`config.mk`:
```
export PLATFORM = sky130hd
export DESIGN_NAME = uart_mdrop_rx
export DESIGN_NICKNAME = d
export VERILOG_FILES = /design/src/rtl/uart_rx_pkg.sv /design/src/rtl/uart_rx_satcnt.sv /design/src/rtl/uart_rx_frame.sv /design/src/rtl/uart_rx_stats.sv /design/src/rtl/uart_rx_match.sv /design/src/rtl/uart_mdrop_rx.sv
export SDC_FILE = /design/constraint.sdc
export NUM_CORES = 1
export LEC_CHECK = 0
export BUFFER_PORTS_ARGS = -buffer_cell sky130_fd_sc_hd__buf_2
export CAP_MARGIN = 20
export CORE_MARGIN = 1
export CORE_UTILIZATION = 47
export DETAILED_ROUTE_END_ITERATION = 8
export GPL_ROUTABILITY_DRIVEN = 0
export GPL_TIMING_DRIVEN = 0
export HOLD_SLACK_MARGIN = 0.12
export PLACE_DENSITY = 0.81
export RECOVER_POWER = 50
export SLEW_MARGIN = 10
export SYNTH_ARGS = -nofsm -noshare
export SYNTH_HDL_FRONTEND = slang
export SYNTH_SLANG_ARGS = --single-unit
```
`constraint.sdc`:
```
create_clock -name clk -period 6.1 [get_ports clk]
set_input_delay 1.22 -clock clk [delete_from_list [all_inputs] [get_ports clk]]
set_output_delay 1.22 -clock clk [all_outputs]
set_load 0.01 [all_outputs]
```
`src/rtl/uart_rx_pkg.sv`:
```
package uart_rx_pkg;

    // Oversampling ratio and sample positions (0-based tick index within a bit)
    localparam int OVS         = 16;
    localparam int VOTE_A      = 6;   // sample 7
    localparam int VOTE_B      = 7;   // sample 8
    localparam int VOTE_C      = 8;   // sample 9, decision point
    localparam int STOP_FREE   = 10;  // sample 11: hunting resumes afterwards
    localparam int NUM_EVT_CNT = 5;

    // Counter slots in the statistics block
    localparam int CNT_PAR  = 0;
    localparam int CNT_FRM  = 1;
    localparam int CNT_NSE  = 2;
    localparam int CNT_BRK  = 3;
    localparam int CNT_IDLE = 4;

    typedef enum logic [2:0] {
        RX_HUNT,
        RX_START,
        RX_DATA,
        RX_ADDR,
        RX_PAR,
        RX_STOP,
        RX_BRKW
    } rx_state_e;

    typedef struct packed {
        logic addr_bit;
        logic par_err;
        logic frm_err;
        logic noise;
        logic brk;
    } rx_flags_t;

    function automatic logic maj3(input logic a, input logic b, input logic c);
        return (a & b) | (a & c) | (b & c);
    endfunction

    function automatic logic split3(input logic a, input logic b, input logic c);
        return !((a == b) && (b == c));
    endfunction

endpackage

```
`src/rtl/uart_rx_satcnt.sv`:
```
module uart_rx_satcnt #(
    parameter int W = 16
) (
    input  logic         clk,
    input  logic         rst,
    input  logic         clr,
    input  logic         inc,
    output logic [W-1:0] q
);

    always_ff @(posedge clk) begin
        if (rst || clr) begin
            q <= '0;
        end else if (inc && (q != '1)) begin
            q <= q + 1'b1;
        end
    end

    p_sat_hold_r8: assert property (@(posedge clk) disable iff (rst)
        (q == '1 && !clr) |=> (q == '1));

    p_no_drop_r8: assert property (@(posedge clk) disable iff (rst)
        (!clr) |=> (q >= $past(q)));

    p_clr_zero_r8: assert property (@(posedge clk) disable iff (rst)
        clr |=> (q == '0));

endmodule

```
`src/rtl/uart_rx_frame.sv`:
```
module uart_rx_frame
    import uart_rx_pkg::*;
#(
    parameter int DATA_W = 8
) (
    input  logic              clk,
    input  logic              rst,
    input  logic              smp_en,
    input  logic              rxd,
    input  logic              cfg_par_en,
    input  logic              cfg_par_odd,
    input  logic              cfg_addr_en,
    output logic              done,
    output logic [DATA_W-1:0] data,
    output rx_flags_t         flags,
    output logic              start_ok,
    output logic              hunting
);

    localparam int BIT_W = $clog2(DATA_W + 1);

    rx_state_e         st;
    logic [3:0]        sidx;
    logic [BIT_W-1:0]  bidx;
    logic              s7, s8;
    logic [DATA_W-1:0] shreg;
    logic              addr_q;
    logic              par_acc;
    logic              noise_acc;
    logic              zero_acc;

    logic      vote, split, brk_now, at_vote, at_end;
    rx_state_e after_data, after_addr;

    always_comb begin
        vote       = maj3(s7, s8, rxd);
        split      = split3(s7, s8, rxd);
        brk_now    = zero_acc && !vote;
        at_vote    = (sidx == 4'(VOTE_C));
        at_end     = (sidx == 4'(OVS - 1));
        after_addr = cfg_par_en ? RX_PAR : RX_STOP;
        after_data = cfg_addr_en ? RX_ADDR : after_addr;
        hunting    = (st == RX_HUNT);
    end

    always_ff @(posedge clk) begin
        if (rst) begin
            st        <= RX_HUNT;
            sidx      <= '0;
            bidx      <= '0;
            s7        <= 1'b1;
            s8        <= 1'b1;
            shreg     <= '0;
            addr_q    <= 1'b0;
            par_acc   <= 1'b0;
            noise_acc <= 1'b0;
            zero_acc  <= 1'b1;
            done      <= 1'b0;
            data      <= '0;
            flags     <= '0;
            start_ok  <= 1'b0;
        end else begin
            done     <= 1'b0;
            start_ok <= 1'b0;
            if (smp_en) begin
                case (st)
                    RX_HUNT: begin
                        if (!rxd) begin
                            st   <= RX_START;
                            sidx <= 4'd1;
                        end
                    end
                    RX_BRKW: begin
                        if (rxd) st <= RX_HUNT;
                    end
                    default: begin
                        sidx <= sidx + 4'd1;
                        if (sidx == 4'(VOTE_A)) s7 <= rxd;
                        if (sidx == 4'(VOTE_B)) s8 <= rxd;
                        case (st)
                            RX_START: begin
                                if (at_vote) begin
                                    if (vote) begin
                                        st <= RX_HUNT;
                                    end else begin
                                        start_ok  <= 1'b1;
                                        noise_acc <= split;
                                        par_acc   <= 1'b0;
                                        zero_acc  <= 1'b1;
                                        addr_q    <= 1'b0;
                                        bidx      <= '0;
                                    end
                                end else if (at_end) begin
                                    st <= RX_DATA;
                                end
                            end
                            RX_DATA: begin
                                if (at_vote) begin
                                    shreg     <= {vote, shreg[DATA_W-1:1]};
                                    par_acc   <= par_acc ^ vote;
                                    noise_acc <= noise_acc | split;
                                    zero_acc  <= zero_acc & !vote;
                                end else if (at_end) begin
                                    if (bidx == BIT_W'(DATA_W - 1)) begin
                                        st <= after_data;
                                    end else begin
                                        bidx <= bidx + 1'b1;
                                    end
                                end
                            end
                            RX_ADDR: begin
                                if (at_vote) begin
                                    addr_q    <= vote;
                                    par_acc   <= par_acc ^ vote;
                                    noise_acc <= noise_acc | split;
                                    zero_acc  <= zero_acc & !vote;
                                end else if (at_end) begin
                                    st <= after_addr;
                                end
                            end
                            RX_PAR: begin
                                if (at_vote) begin
                                    par_acc   <= par_acc ^ vote;
                                    noise_acc <= noise_acc | split;
                                    zero_acc  <= zero_acc & !vote;
                                end else if (at_end) begin
                                    st <= RX_STOP;
                                end
                            end
                            RX_STOP: begin
                                if (at_vote) begin
                                    done           <= 1'b1;
                                    data           <= shreg;
                                    flags.addr_bit <= addr_q;
                                    flags.par_err  <= cfg_par_en && (par_acc ^ cfg_par_odd) && !brk_now;
                                    flags.frm_err  <= !vote && !brk_now;
                                    flags.noise    <= noise_acc | split;
                                    flags.brk      <= brk_now;
                                    if (brk_now) st <= RX_BRKW;
                                end else if (sidx == 4'(STOP_FREE)) begin
                                    st <= RX_HUNT;
                                end
                            end
                            default: st <= RX_HUNT;
                        endcase
                    end
                endcase
            end
        end
    end

    p_done_from_stop_r2: assert property (@(posedge clk) disable iff (rst)
        done |-> ($past(st) == RX_STOP));

    p_start_from_start_r3: assert property (@(posedge clk) disable iff (rst)
        start_ok |-> ($past(st) == RX_START));

    p_brk_holds_low_r7: assert property (@(posedge clk) disable iff (rst)
        (st == RX_BRKW && !(smp_en && rxd)) |=> (st == RX_BRKW));

    p_stop_release_r4: assert property (@(posedge clk) disable iff (rst)
        (st == RX_STOP && smp_en && sidx == 4'(STOP_FREE)) |=> hunting);

    p_brk_no_err_r7: assert property (@(posedge clk) disable iff (rst)
        (done && flags.brk) |-> !(flags.par_err || flags.frm_err));

endmodule

```
`src/rtl/uart_rx_stats.sv`:
```
module uart_rx_stats
    import uart_rx_pkg::*;
#(
    parameter int DATA_W = 8,
    parameter int CNT_W  = 16
) (
    input  logic             clk,
    input  logic             rst,
    input  logic             smp_en,
    input  logic             rxd,
    input  logic             clr,
    input  logic             done,
    input  logic             ev_par,
    input  logic             ev_frm,
    input  logic             ev_nse,
    input  logic             ev_brk,
    input  logic             start_ok,
    input  logic             hunting,
    input  logic             cfg_par_en,
    input  logic             cfg_addr_en,
    input  logic [CNT_W-1:0] cfg_max_idle,
    output logic [CNT_W-1:0] cnt_par,
    output logic [CNT_W-1:0] cnt_frm,
    output logic [CNT_W-1:0] cnt_nse,
    output logic [CNT_W-1:0] cnt_brk,
    output logic [CNT_W-1:0] cnt_idle,
    output logic             idle_timeout
);

    localparam int TICK_W = $clog2((DATA_W + 4) * OVS + 1);

    logic [TICK_W-1:0] tick_cnt;
    logic [TICK_W-1:0] frame_ticks;
    logic              idle_smp;
    logic              idle_char;

    logic [NUM_EVT_CNT-1:0] ev_inc;
    logic [NUM_EVT_CNT-1:0] ev_clr;
    logic [CNT_W-1:0]       cnt_q [NUM_EVT_CNT];

    always_comb begin
        frame_ticks = TICK_W'((2 + DATA_W) * OVS)
                    + (cfg_addr_en ? TICK_W'(OVS) : '0)
                    + (cfg_par_en  ? TICK_W'(OVS) : '0);
        idle_smp  = smp_en && hunting && rxd;
        idle_char = idle_smp && (tick_cnt == frame_ticks - 1'b1);
    end

    always_ff @(posedge clk) begin
        if (rst || clr) begin
            tick_cnt <= '0;
        end else if (smp_en) begin
            if (!(hunting && rxd) || idle_char) begin
                tick_cnt <= '0;
            end else begin
                tick_cnt <= tick_cnt + 1'b1;
            end
        end
    end

    always_comb begin
        ev_inc            = '0;
        ev_clr            = {NUM_EVT_CNT{clr}};
        ev_inc[CNT_PAR]   = done && ev_par;
        ev_inc[CNT_FRM]   = done && ev_frm;
        ev_inc[CNT_NSE]   = done && ev_nse;
        ev_inc[CNT_BRK]   = done && ev_brk;
        ev_inc[CNT_IDLE]  = idle_char;
        ev_clr[CNT_IDLE]  = clr || start_ok;
    end

    for (genvar g = 0; g < NUM_EVT_CNT; g++) begin : g_cnt
        uart_rx_satcnt #(.W(CNT_W)) u_cnt (
            .clk (clk),
            .rst (rst),
            .clr (ev_clr[g]),
            .inc (ev_inc[g]),
            .q   (cnt_q[g])
        );
    end

    assign cnt_par      = cnt_q[CNT_PAR];
    assign cnt_frm      = cnt_q[CNT_FRM];
    assign cnt_nse      = cnt_q[CNT_NSE];
    assign cnt_brk      = cnt_q[CNT_BRK];
    assign cnt_idle     = cnt_q[CNT_IDLE];
    assign idle_timeout = (cfg_max_idle != '0) && (cnt_idle >= cfg_max_idle);

    p_idle_only_hunting_r9: assert property (@(posedge clk) disable iff (rst)
        (!hunting && !clr && !start_ok) |=> $stable(cnt_idle));

    p_brk_only_on_frame_r7: assert property (@(posedge clk) disable iff (rst)
        (!(done && ev_brk) && !clr) |=> $stable(cnt_brk));

    p_par_only_on_frame_r5: assert property (@(posedge clk) disable iff (rst)
        (!(done && ev_par) && !clr) |=> $stable(cnt_par));

endmodule

```
`src/rtl/uart_rx_match.sv`:
```
module uart_rx_match #(
    parameter int DATA_W   = 8,
    parameter int NUM_CTRL = 8,
    parameter int IDX_W    = $clog2(NUM_CTRL)
) (
    input  logic [DATA_W-1:0]          data,
    input  logic                       is_addr,
    input  logic [DATA_W-1:0]          cfg_addr1,
    input  logic [DATA_W-1:0]          cfg_addr2,
    input  logic [NUM_CTRL*DATA_W-1:0] cfg_ctrl_chars,
    input  logic [NUM_CTRL-1:0]        cfg_ctrl_en,
    output logic                       addr_hit,
    output logic                       ctrl_hit,
    output logic [IDX_W-1:0]           ctrl_idx
);

    logic [NUM_CTRL-1:0] eq;
    logic                any;

    for (genvar g = 0; g < NUM_CTRL; g++) begin : g_cmp
        assign eq[g] = cfg_ctrl_en[g] && (data == cfg_ctrl_chars[g*DATA_W +: DATA_W]);
    end

    always_comb begin
        any      = 1'b0;
        ctrl_idx = '0;
        for (int k = NUM_CTRL - 1; k >= 0; k--) begin
            if (eq[k]) begin
                any      = 1'b1;
                ctrl_idx = IDX_W'(k);
            end
        end
        ctrl_hit = any && !is_addr;
        addr_hit = is_addr && ((data == cfg_addr1) || (data == cfg_addr2));
    end

endmodule

```
`src/rtl/uart_mdrop_rx.sv`:
```
module uart_mdrop_rx
    import uart_rx_pkg::*;
#(
    parameter int DATA_W   = 8,
    parameter int CNT_W    = 16,
    parameter int NUM_CTRL = 8,
    parameter int IDX_W    = $clog2(NUM_CTRL)
) (
    input  logic                       clk,
    input  logic                       rst,
    input  logic                       smp_en,
    input  logic                       rxd,
    input  logic                       cfg_par_en,
    input  logic                       cfg_par_odd,
    input  logic                       cfg_addr_en,
    input  logic [CNT_W-1:0]           cfg_max_idle,
    input  logic [DATA_W-1:0]          cfg_addr1,
    input  logic [DATA_W-1:0]          cfg_addr2,
    input  logic [NUM_CTRL*DATA_W-1:0] cfg_ctrl_chars,
    input  logic [NUM_CTRL-1:0]        cfg_ctrl_en,
    input  logic                       cnt_clr,
    output logic                       char_valid,
    output logic [DATA_W-1:0]          char_data,
    output logic                       char_par_err,
    output logic                       char_frm_err,
    output logic                       char_noise,
    output logic                       char_is_addr,
    output logic                       char_addr_hit,
    output logic                       char_ctrl_hit,
    output logic [IDX_W-1:0]           char_ctrl_idx,
    output logic                       idle_timeout,
    output logic [CNT_W-1:0]           cnt_parity,
    output logic [CNT_W-1:0]           cnt_framing,
    output logic [CNT_W-1:0]           cnt_noise,
    output logic [CNT_W-1:0]           cnt_break,
    output logic [CNT_W-1:0]           cnt_idle
);

    logic              f_done;
    logic [DATA_W-1:0] f_data;
    rx_flags_t         f_flags;
    logic              f_start_ok;
    logic              f_hunting;

    uart_rx_frame #(.DATA_W(DATA_W)) u_frame (
        .clk         (clk),
        .rst         (rst),
        .smp_en      (smp_en),
        .rxd         (rxd),
        .cfg_par_en  (cfg_par_en),
        .cfg_par_odd (cfg_par_odd),
        .cfg_addr_en (cfg_addr_en),
        .done        (f_done),
        .data        (f_data),
        .flags       (f_flags),
        .start_ok    (f_start_ok),
        .hunting     (f_hunting)
    );

    uart_rx_stats #(.DATA_W(DATA_W), .CNT_W(CNT_W)) u_stats (
        .clk          (clk),
        .rst          (rst),
        .smp_en       (smp_en),
        .rxd          (rxd),
        .clr          (cnt_clr),
        .done         (f_done),
        .ev_par       (f_flags.par_err),
        .ev_frm       (f_flags.frm_err),
        .ev_nse       (f_flags.noise),
        .ev_brk       (f_flags.brk),
        .start_ok     (f_start_ok),
        .hunting      (f_hunting),
        .cfg_par_en   (cfg_par_en),
        .cfg_addr_en  (cfg_addr_en),
        .cfg_max_idle (cfg_max_idle),
        .cnt_par      (cnt_parity),
        .cnt_frm      (cnt_framing),
        .cnt_nse      (cnt_noise),
        .cnt_brk      (cnt_break),
        .cnt_idle     (cnt_idle),
        .idle_timeout (idle_timeout)
    );

    uart_rx_match #(.DATA_W(DATA_W), .NUM_CTRL(NUM_CTRL), .IDX_W(IDX_W)) u_match (
        .data           (f_data),
        .is_addr        (f_flags.addr_bit),
        .cfg_addr1      (cfg_addr1),
        .cfg_addr2      (cfg_addr2),
        .cfg_ctrl_chars (cfg_ctrl_chars),
        .cfg_ctrl_en    (cfg_ctrl_en),
        .addr_hit       (char_addr_hit),
        .ctrl_hit       (char_ctrl_hit),
        .ctrl_idx       (char_ctrl_idx)
    );

    assign char_valid   = f_done && !f_flags.brk;
    assign char_data    = f_data;
    assign char_par_err = f_flags.par_err;
    assign char_frm_err = f_flags.frm_err;
    assign char_noise   = f_flags.noise;
    assign char_is_addr = f_flags.addr_bit;

    p_valid_pulse_r2: assert property (@(posedge clk) disable iff (rst)
        char_valid |=> !char_valid);

    p_addr_not_ctrl_r11: assert property (@(posedge clk) disable iff (rst)
        (char_valid && char_is_addr) |-> !char_ctrl_hit);

    p_tag_needs_mode_r10: assert property (@(posedge clk) disable iff (rst)
        (char_valid && !cfg_addr_en) |-> !char_is_addr);

endmodule

```
=== Word-level counts from Yosys, hierarchy flattened ===
Cells that the tools add are included.

* Input bits: 112
* Flip-flop bits (word level): 128

* Eq/ne operators: 50
* $add $sub $neg: 11
* Magnitude comparators: 1
* Muxes and demuxes: 62
* Bitwise logic cells: 15
* Reductions and logical operators: 59

{| class="wikitable"
|+ Operator list
! operator !! number
|-
| 8-bit equality test || 11
|-
| 16-bit by 1-bit adder with 16-bit output, second input constant || 5
|-
| 16-bit != test, second input constant || 5
|-
| 3-bit 2-to-1 mux || 24
|-
| 1-bit logical AND || 30
|-
| 4-bit 2-to-1 mux || 6
|-
| 1-bit 2-to-1 mux || 21
|-
| 16-bit greater-or-equal comparator || 1
|-
| 4-bit by 1-bit != test with 1-bit output, second input constant || 4
|-
| 4-bit one-hot mux with 2 select lines || 2
|-
| 16-bit nonzero test || 1
|-
| 3-bit one-hot mux with 5 select lines || 1
|-
| 14-bit AND reduction || 1
|-
| 4-bit by 3-bit equality test with 1-bit output, second input constant || 3
|-
| 4-bit equality test, second input constant || 3
|-
| 4-bit by 3-bit != test with 1-bit output, second input constant || 3
|-
| 6-bit AND reduction || 2
|-
| 5-bit 2-to-1 mux || 2
|-
| 2-bit != test, second input constant || 5
|-
| 5-bit by 3-bit != test with 1-bit output, second input constant || 2
|-
| 3-bit equality test, second input constant || 3
|-
| 3-bit AND reduction || 3
|-
| 4-bit by 1-bit adder with 4-bit output, second input constant || 2
|-
| 8-bit by 1-bit adder with 8-bit output, second input constant || 1
|-
| other kinds (26) || 57
|}

=== Logic depth before layout (Yosys ltp) ===
Gate-level depths: netlist (run 1).

* Depth in word-level cells: 11
* Gate-level depth with buffers: 9

=== Hierarchy ===
From an unflattened synthesis (run 1), not the netlist that was laid out.

* Cells, all modules: 953
* Area total of the unflattened synthesis: 8101.5 um^2

{| class="wikitable"
|+ By module, submodules not included
! module !! instances !! area each (um^2) !! cells each
|-
| uart_rx_satcnt || 5 || 847.1 || 95
|-
| uart_rx_frame || 1 || 1923.1 || 229
|-
| uart_rx_match || 1 || 1057.3 || 137
|-
| uart_rx_stats || 1 || 872.1 || 111
|-
| uart_mdrop_rx || 1 || 13.8 || 1
|}

=== Worst setup path after synthesis (run 1) ===
Ideal clock, no wire load.

* Path kind: input -> output
* Start point: in cfg_max_idle[11]
* End point: out idle_timeout
* Required time: 4.880 ns
* Data arrival time: 2.539 ns
* Path slack: 2.341 ns
* Stages on the path: 7
* Cell sequence: inv_1 ha_1 a2111oi_0 o21ai_0 a31oi_1 nor2b_1 o31a_1

* Cells in the longest elaborated chain, start to end: 2
* Elaborated cells on any way between the ends: 3
* Those cells by class: order compare (1); reduce/logical (2)

{| class="wikitable"
|+ Ends and longest elaborated chain
! what !! RTL line !! RTL
|-
| start, declared || uart_mdrop_rx.sv:16 || <nowiki>input logic [CNT_W-1:0] cfg_max_idle,</nowiki>
|-
| 16-bit greater-or-equal comparator or 16-bit nonzero test (tied branches) || uart_rx_stats.sv:87 || <nowiki>assign idle_timeout = (cfg_max_idle != '0) && (cnt_idle >= cfg_max_idle);</nowiki>
|-
| 1-bit logical AND * || uart_rx_stats.sv:87 ||
|-
| end, declared || uart_mdrop_rx.sv:31 || <nowiki>output logic idle_timeout,</nowiki>
|}

Every way passes the cells marked *; elsewhere a longest branch is shown, timed or not.

=== Final worst setup path (run 1) ===
Ends and elaborated chain as after synthesis.

==> results of run 1 <==
cells in the mapped netlist, types with 2 or more instances:
master / number / area [µm²]
inv_1: 32 / 120
and4_1: 7 / 61.3
nor3_2: 5 / 50.1
a41oi_1: 3 / 26.3
a22oi_1: 2 / 15.0
nand3b_1: 4 / 30.0
a31oi_1: 9 / 56.3
clkbuf_1: 19 / 71.3
a211oi_1: 5 / 37.5
xnor2_1: 106 / 928
o21ai_0: 17 / 85.1
xor2_1: 52 / 455
a21oi_1: 29 / 145
nor2b_1: 6 / 37.5
or2_2: 2 / 12.5
nor3b_1: 6 / 45.0
a21boi_0: 2 / 15.0
nand2b_1: 5 / 31.3
buf_1: 2 / 7.51
nor2_1: 130 / 488
a311oi_1: 2 / 17.5
and2_1: 3 / 18.8
o22ai_1: 2 / 12.5
mux2i_1: 16 / 160
clkbuf_2: 2 / 10.0
or3_1: 13 / 81.3
nor3_1: 22 / 110
ha_1: 30 / 375
a21o_1: 3 / 22.5
buf_6: 2 / 22.5
nand3_1: 54 / 270
o31ai_1: 2 / 15.0
and3_1: 17 / 106
nand4_1: 32 / 200
or4_1: 4 / 30.0
nor4_1: 12 / 75.1
o21a_1: 2 / 15.0
dfxtp_1: 128 / 2560
o21ai_1: 2 / 10.0
nand2_1: 75 / 282
buf_2: 11 / 55.1
state kept, by name (all words and copies together) (netlist names), 3 cells and up:
| name | count |
|---|---|
| u_stats.g_cnt.u_cnt.q | 80 |
| u_frame.data | 8 |
| u_frame.shreg | 8 |
| u_stats.tick_cnt | 8 |
| u_frame.flags | 5 |
| u_frame.bidx | 4 |
| u_frame.sidx | 4 |
| u_frame.st | 3 |
power by group through the flow:
stage               clock network [mW]  registers, mW  logic, mW
floorplan                            0          0.861      0.116
global placement                     0          0.862      0.181
detailed placement                   0          0.862      0.186
CTS                               1.09          0.844      0.188
global route                      1.13          0.844      0.208
finish                            1.08          0.844      0.190
worst paths after layout:
| path | from | endpoint | slack (ns) | cells after the start |
|---|---|---|---|---|
| worst max register to register | u_frame.s8 | u_frame.st[2] | 3.29 | 7 |
| worst min register to register | u_frame.shreg[0] | u_frame.data[0] | 0.46 | 2 |
| worst max-delay path | cfg_max_idle[11] | idle_timeout | 2.02 | 9 |
| worst min-delay path | u_frame.shreg[0] | u_frame.data[0] | 0.46 | 2 |
cell families after synthesis:
logic type / after synthesis / synth area share, %
flip-flops: 128 / 34.6
multiplexers: 16 / 2.16
XOR/XNOR: 158 / 18.7
adder cells (fa/ha/maj): 30 / 5.07
AO/OA/AOI/OAI: 92 / 8.13
AND/OR/NAND/NOR: 406 / 27.4
buffers and inverters: 68 / 3.87
metrics by stage:
stage,setup WS [ns],hold slack (ns),cells
final,2.02,0.456,1350
after global routing,1.72,0.479,1350
after CTS,2.01,0.455,1350
after detailed placement,2.01,0.443,1318
after global placement,2.05,0.445,1318
after floorplan,2.34,0.432,898
per-layer routing:
| layer | vias up | global-route usage [%] |
|---|---|---|
| li1 | 3558 | - |
| met5 | - | 0 |
| met2 | 236 | 43.4 |
| met3 | 28 | 6.74 |
| met1 | 3334 | 27.6 |
| met4 | 0 | 6.16 |
critical path: stages:
cell,delay [ns]
buf_2,0.09
inv_1,0.04
ha_1,0.32
a2111oi_0,0.38
o21ai_0,0.16
a31oi_1,0.19
nor2b_1,0.06
o31a_1,0.27
buf_2,0.14
layout make-up:
type | count | area (µm²)
Fill cell | 1417 | 6030
Multi-Input combinational cell | 702 | 4550
Sequential cell | 128 | 2560
Timing Repair Buffer | 209 | 928
Clock buffer | 19 | 453
Tap cell | 211 | 264
Clock inverter | 13 | 184
Buffer | 36 | 166
Inverter | 32 | 120
==> reports/metrics.csv, run 1 <==
metric,value,unit
Initial Utilization,48.5,%
Sw Ratio,22.9,%
Post-Syn Area,0.00740,mm²
Critical Path End Type,primary output,
"commonest cells after routing, fill and taps aside","nor2_1, dfxtp_1, buf_2, clkbuf_1, xnor2_1",
fraction of layout cells with a size suffix above 1,15.4,%
largest net degree at the start of global routing,17,
clock latency at the later pin of the worst-skew pair,0.42,ns
post-cts resize count,0,
Final HPWL DP,14700,µm
Clock Root Buffer,clkbuf_16,
Worst Path Max Fanout,3,
Fmax,245,MHz
Num CTS Buffers,17,
clock sinks,128,
register area share after synthesis,34.6,%
ANT cells,0,
Flop pwr share,39.9,%
slew at the pin closest to its max-slew limit,1.01,ns
Setup crit start kind,input pin,
Clock power frac,51.1,%
core outline area,0.0153,mm²
initial antenna violation count,0,
Die X,127,µm
Tmin final,4.08,ns
sw power,0.483,mW
Wirelength per Cell,14.6,µm
WL met3,1370,µm
IO buf count,209,
ys flop type,dfxtp_1,
routed vias,7156,
max-cap check violation count,0,
1st-iter DRT viols,451,
Logic pwr share,9.0,%
Slew Limit Headroom,32.1,%
Syn Nets,1040,
"Slew Viols, Final",0,
vias in the first global route,6632,
postcts setup bufs,0,
Syn Area/Cell,8.24,µm²
synth-to-layout area growth,24.7,%
gr usage total,24.0,%
cell leakage power,3.47,nW
Worst Skew,0.00833,ns
internal power,1.63,mW
Vias/cell,5.30,
Synth Instances,898,
Top Metal Used,met4,
Tcrit/Tclk final,67.0,%
deepest clock path buffer count,2,
Post-Route Utilization,60.5,%
"commonest non-fill, non-tap cell in the layout",nor2_1,
dpl cell area,0.00871,mm²
I/O pins,211,
wire length on met2,9700,µm
"Reg clk slew, reported paths",0.06,ns
H-tree levels,4,
Synth async-reset ratio,0,%
fin area,0.00922,mm²
Final nets,1268,
Setup TNS Final,0,ns
global-route wire length before repair,31200,µm
DR DRC count,0,
final hold vios,0,
RSZ-0062 raised after global routing,false,
Synth Warn #,0,
Final ANT Viol Nets,0,
drt first pass iters,5,
CTS Hold Bufs,0,
GRT overflow,0,
Die H,127,µm
"EDFF count, synth",0,
HP Class,register to register,
Routed WL,19700,µm
Critical Path AT,2.86,ns
CTS tree,done,
status,completed,
IR Drop Worst-Case VDD,0.235,mV
register bit total from synthesis,128,
PwrDens,229,mW/mm²
kind of critical path,input pin to primary output,
worst endpoint required time,4.88,ns
M1 WL,8380,µm
row count,45,
Netlist cell types,62,
total power,2.11,mW
final setup fails,0,
die area,0.0162,mm²
Power figures use the tool's default switching activity.
==> run 2, diff against run 1 <==
--- a/config.mk
+++ b/config.mk
@@ -13,7 +13,7 @@
 export GPL_ROUTABILITY_DRIVEN = 0
 export GPL_TIMING_DRIVEN = 0
 export HOLD_SLACK_MARGIN = 0.12
-export PLACE_DENSITY = 0.81
+export PLACE_DENSITY = 0.84
 export RECOVER_POWER = 50
 export SLEW_MARGIN = 10
 export SYNTH_ARGS = -nofsm -noshare
==> constraint.sdc (replaced) <==
create_clock -name clk -period 3.6 [get_ports clk]
set_input_delay 0.72 -clock clk [delete_from_list [all_inputs] [get_ports clk]]
set_output_delay 0.72 -clock clk [all_outputs]
set_load 0.01 [all_outputs]
==> reports/metrics.csv, run 2 (same netlist as run 1, synthesis figures left out) <==
metric,value,unit,change
postcts setup bufs,0,,unchanged
Setup crit start kind,register,,was input pin
final hold vios,0,,unchanged
Die X,127,µm,unchanged
status,completed,,unchanged
Worst Min Path Start,u_frame.shreg[0],,unchanged
Biggest register,u_stats.g_cnt.u_cnt.q,,unchanged
worst endpoint required time,2.88,ns,was 4.88 ns
CTS tree,done,,unchanged
cell-by-cell trace of the critical path,buf_2 > xnor2_1 > nand4_1 > nor3_1 > a41oi_1 > or4_1 > nand2_1 > buf_2,,was buf_2 > inv_1 > ha_1 > a2111oi_0 > o21ai_0 > a31oi_1 > nor2b_1 > o31a_1 > buf_2
r2r setup slk,0.84,ns,was 3.29 ns
Clock Root Buffer,clkbuf_16,,unchanged
"commonest non-fill, non-tap cell in the layout",nor2_1,,unchanged
Final HPWL DP,14600,µm,was 14700 µm
1st-iter DRT viols,460,,was 451
post-cts resize count,0,,unchanged
CTS Hold Bufs,0,,unchanged
cell leakage power,3.44,nW,was 3.47 nW
HP Class,register to register,,unchanged
fraction of layout cells with a size suffix above 1,15.3,%,was 15.4%
Initial Utilization,48.5,%,unchanged
total power,3.39,mW,was 2.11 mW
drt first pass iters,5,,unchanged
R2R cell count,7,,unchanged
"Reg clk slew, reported paths",0.05,ns,was 0.06 ns
Finished Layout Cells,1350,,unchanged
Tmin final,3.31,ns,
Seq. cell area,0.00256,mm²,unchanged
RSZ-0062 raised after global routing,false,,unchanged
"Slew Viols, Final",0,,unchanged
gr usage total,23.8,%,was 24.0%
vias in the first global route,6698,,was 6632
max-cap check violation count,0,,unchanged
Critical path buffers and inverters,2,,was 3
Post-Route Utilization,60.0,%,was 60.5%
Inst Count DP,1318,,unchanged
Critical Path End Type,primary output,,unchanged
routed vias,7151,,was 7156
slowest cell on the critical path,or4_1,,was a2111oi_0
Final nets,1268,,unchanged
Setup TNS Final,0,ns,unchanged
Worst Skew,0.0102,ns,was 0.00833 ns
H-tree levels,4,,unchanged
Num CTS Buffers,17,,unchanged
Routed WL,19400,µm,was 19700 µm
synth-to-layout area growth,23.8,%,was 24.7%
slew at the pin closest to its max-slew limit,1.01,ns,about the same
"delay-heaviest family, CP",simple AND/OR/NAND/NOR gates,,was compound AO/OA/AOI/OAI gates
I/O pins,211,,unchanged
Tcrit/Tclk final,91.8,%,
global-route wire length before repair,31000,µm,was 31200 µm
die area,0.0162,mm²,unchanged
PwrDens,371,mW/mm²,was 229 mW/mm²
core outline area,0.0153,mm²,unchanged
ANT cells,0,,unchanged
Vias/cell,5.30,,about the same
reg2reg end,u_frame.st[2],,unchanged
IR Drop Worst-Case VDD,0.344,mV,was 0.235 mV
Hold Crit Depth,2,,unchanged
RR Startpoint,u_frame.s8,,unchanged
DR DRC count,0,,unchanged
kind of critical path,register to primary output,,was input pin to primary output
GRT overflow,0,,unchanged
hold endpoint,u_frame.data[0],,unchanged
Final ANT Viol Nets,0,,unchanged
row count,45,,unchanged
Wirelength per Cell,14.4,µm,was 14.6 µm
Most common cell on crit path,buf_2,,unchanged
"commonest cells after routing, fill and taps aside","nor2_1, dfxtp_1, buf_2, clkbuf_1, xnor2_1",,unchanged
clock latency at the later pin of the worst-skew pair,0.42,ns,about the same
number of fillers in the final layout,1349,,was 1417
initial antenna violation count,0,,unchanged
Worst Path Max Fanout,10,,was 3
clock sinks,128,,unchanged
Fmax,303,MHz,
IO buf count,209,,unchanged
Slew Limit Headroom,32.3,%,was 32.1%
crit-path max cell delay,0.41,ns,was 0.38 ns
Largest register FFs,80,,unchanged
area of the multi-input gates,0.00455,mm²,unchanged
final setup fails,0,,unchanged
Critical Path AT,2.59,ns,was 2.86 ns
largest net degree at the start of global routing,17,,unchanged
deepest clock path buffer count,2,,unchanged
Die H,127,µm,unchanged
[run 2: cell count changes in the layout (fill, tap and decap cells not counted)]
cell       change
clkbuf_1       +1
bufinv_16      -2
inv_6          +1
o21ai_0        -1
o21ai_1        +1
buf_2          +1
clkbuf_8       -2
clkinv_2       +1
[run 2: routing by layer]
layer / share of wire [%] / vias to the layer above / GRT usage (%)
met5: 0 / - / 0
met4: 2.0 / 0 / 8.89
met3: 6.7 / 38 / 5.70
met2: 49 / 261 / 41.9
met1: 42 / 3279 / 27.8
li1: - / 3573 / -
[run 2: through the flow]
step | worst slack, ns | cell area, µm² | hold slack (ns)
global route | 0.179 | 9160 | 0.476
global placement | 0.526 | 8710 | 0.450
floorplan | 0.841 | 7400 | 0.432
finish | 0.295 | 9160 | 0.460
detailed placement | 0.511 | 8710 | 0.450
CTS | 0.286 | 9280 | 0.460
[run 2: worst max path at each step]
stage                     startpoint          endpoint  slack [ns]  cells past startpoint
finish               u_frame.data[1]  char_ctrl_idx[0]        0.29                      8
global route         u_frame.data[1]  char_ctrl_idx[0]        0.18                      8
CTS                  u_frame.data[1]  char_ctrl_idx[0]        0.29                      8
detailed placement  cfg_max_idle[11]      idle_timeout        0.51                      9
global placement    cfg_max_idle[11]      idle_timeout        0.53                      9
floorplan           cfg_max_idle[11]      idle_timeout        0.84                      7
[run 2: report_power, final]
part	internal, mW	leakage [nW]	switching, mW	total, mW
logic	0.142	2.13	0.177	0.320
clock network	1.02	0.274	0.627	1.64
registers	1.43	1.03	0.00457	1.43
total	2.59	3.44	0.809	3.39
[run 2: layout make-up]
type | count | share of cell area (%)
Buffer | 36 | 1.82
Multi-Input combinational cell | 702 | 49.6
Timing Repair Buffer | 209 | 10.2
Tap cell | 211 | 2.88
Clock inverter | 13 | 1.50
Clock buffer | 19 | 4.73
Inverter | 32 | 1.31
Sequential cell | 128 | 28.0
[run 2: worst min-delay path: cells and delay by family, from the launching register on]
kind	cells	cell delay, ns
and+or+nand+nor	1	0.05
AOI/OAI and AO/OA	1	0.05
DFF	1	0.30
==> run 3, diff against run 2 <==
--- a/config.mk
+++ b/config.mk
@@ -13,6 +13,7 @@
 export GPL_ROUTABILITY_DRIVEN = 0
 export GPL_TIMING_DRIVEN = 0
 export HOLD_SLACK_MARGIN = 0.12
+export MAX_ROUTING_LAYER = met4
 export PLACE_DENSITY = 0.84
 export RECOVER_POWER = 50
 export SLEW_MARGIN = 10
==> reports/metrics.csv, run 3 (same netlist as run 1, synthesis figures left out) <==
metric,value,unit,change
fraction of layout cells with a size suffix above 1,15.3,%,unchanged
dpl cell area,0.00871,mm²,unchanged
status,completed,,unchanged
Critical Path End Type,primary output,,unchanged
Critical Path AT,2.58,ns,was 2.59 ns
GRT overflow,0,,unchanged
postcts setup bufs,0,,unchanged
slew at the pin closest to its max-slew limit,1.04,ns,was 1.01 ns
Fmax,303,MHz,about the same
RSZ-0062 raised after global routing,false,,unchanged
total power,3.40,mW,was 3.39 mW
Num CTS Buffers,17,,unchanged
Sw Ratio,23.8,%,about the same
cell leakage power,3.44,nW,unchanged
Largest register FFs,80,,unchanged
Die H,127,µm,unchanged
Die X,127,µm,unchanged
HP Class,register to register,,unchanged
Logic pwr share,9.4,%,about the same
PwrDens,371,mW/mm²,about the same
Tcrit/Tclk final,91.8,%,about the same
global-route wire length before repair,31000,µm,about the same
Inst Count DP,1318,,unchanged
Finished Layout Cells,1350,,unchanged
Worst Path Max Fanout,10,,unchanged
Final nets,1268,,unchanged
hold slack,0.460,ns,about the same
row count,45,,unchanged
Slew Limit Headroom,30.5,%,was 32.3%
Wirelength per Cell,14.4,µm,about the same
clock sinks,128,,unchanged
Setup TNS Final,0,ns,unchanged
Tmin final,3.30,ns,was 3.31 ns
vias in the first global route,6710,,was 6698
Initial Utilization,48.5,%,unchanged
1st-iter DRT viols,462,,was 460
DR DRC count,0,,unchanged
Final HPWL DP,14600,µm,unchanged
kind of critical path,register to primary output,,unchanged
worst endpoint required time,2.88,ns,about the same
I/O pins,211,,unchanged
Final ANT Viol Nets,0,,unchanged
final setup fails,0,,unchanged
Vias/cell,5.32,,was 5.30
CTS tree,done,,unchanged
"commonest non-fill, non-tap cell in the layout",nor2_1,,unchanged
Worst Skew,0.00881,ns,was 0.0102 ns
clock latency at the later pin of the worst-skew pair,0.42,ns,about the same
Clock Root Buffer,clkbuf_16,,unchanged
"Reg clk slew, reported paths",0.05,ns,about the same
largest net degree at the start of global routing,17,,unchanged
post-cts resize count,0,,unchanged
Flop pwr share,42.1,%,about the same
IR Drop Worst-Case VDD,0.345,mV,was 0.344 mV
Setup crit start kind,register,,unchanged
fin area,0.00916,mm²,unchanged
r2r setup slk,0.81,ns,was 0.84 ns
gr usage total,24.5,%,was 23.8%
max-cap check violation count,0,,unchanged
internal power,2.59,mW,about the same
core outline area,0.0153,mm²,unchanged
H-tree levels,4,,unchanged
final hold vios,0,,unchanged
IO buf count,209,,unchanged
"Slew Viols, Final",0,,unchanged
initial antenna violation count,0,,unchanged
Clock power frac,48.4,%,was 48.5%
Routed WL,19500,µm,was 19400 µm
deepest clock path buffer count,2,,unchanged
routed vias,7182,,was 7151
sw power,0.810,mW,was 0.809 mW
ANT cells,0,,unchanged
drt first pass iters,8,,was 5
CTS Hold Bufs,0,,unchanged
die area,0.0162,mm²,unchanged
synth-to-layout area growth,23.8,%,unchanged
Biggest register,u_stats.g_cnt.u_cnt.q,,unchanged
"commonest cells after routing, fill and taps aside","nor2_1, dfxtp_1, buf_2, clkbuf_1, xnor2_1",,unchanged
==> run 3: cell counts in the layout (fill, tap and decap cells not counted) <==
Identical to the previous run, type by type.
==> run 3: worst max-delay path: stages (launching register included) <==
cell and delay, ns:
dfxtp_1 0.40, buf_2 0.36, xnor2_1 0.18, nand4_1 0.12
nor3_1 0.39, a41oi_1 0.12, or4_1 0.41, nand2_1 0.06
buf_2 0.13
==> run 3: per-stage QoR <==
stage          setup slack [ns]  utilization [%]
6_report                  0.295             60.0
5_1_grt                   0.179             60.0
4_1_cts                   0.286             60.8
3_5_place_dp              0.511             57.1
3_3_place_gp              0.526             57.1
2_1_floorplan             0.841                -
==> run 3: final timing paths <==
kind         cells after the start               end             start
min                              2   u_frame.data[0]  u_frame.shreg[0]
max                              8  char_ctrl_idx[0]   u_frame.data[1]
min reg2reg                      2   u_frame.data[0]  u_frame.shreg[0]
max reg2reg                      7     u_frame.st[2]        u_frame.s8
==> run 3: layout make-up <==
type                            instances  area, µm²
Sequential cell                       128       2560
Timing Repair Buffer                  209        930
Inverter                               32        120
Fill cell                            1349       6100
Tap cell                              211        264
Clock inverter                         13        138
Buffer                                 36        166
Multi-Input combinational cell        702       4550
Clock buffer                           19        433
==> run 3: metal layers <==
layer | part of all wire [%] | track usage [%] | routed length, µm | vias to the layer above
met5 | 0 | - | 0 | -
met4 | 2.1 | 9.31 | 400 | 0
met3 | 6.0 | 4.94 | 1160 | 42
met2 | 49 | 41.9 | 9530 | 264
met1 | 43 | 28.2 | 8400 | 3305
li1 | - | - | - | 3571
==> run 3: power by group through the flow <==
| stage | clock (mW) | combinational, mW | sequential, mW |
|---|---|---|---|
| global route | 1.72 | 0.351 | 1.43 |
| global placement | 0 | 0.309 | 1.46 |
| floorplan | 0 | 0.197 | 1.46 |
| detailed placement | 0 | 0.315 | 1.46 |
| CTS | 1.67 | 0.317 | 1.43 |
| finish | 1.64 | 0.320 | 1.43 |
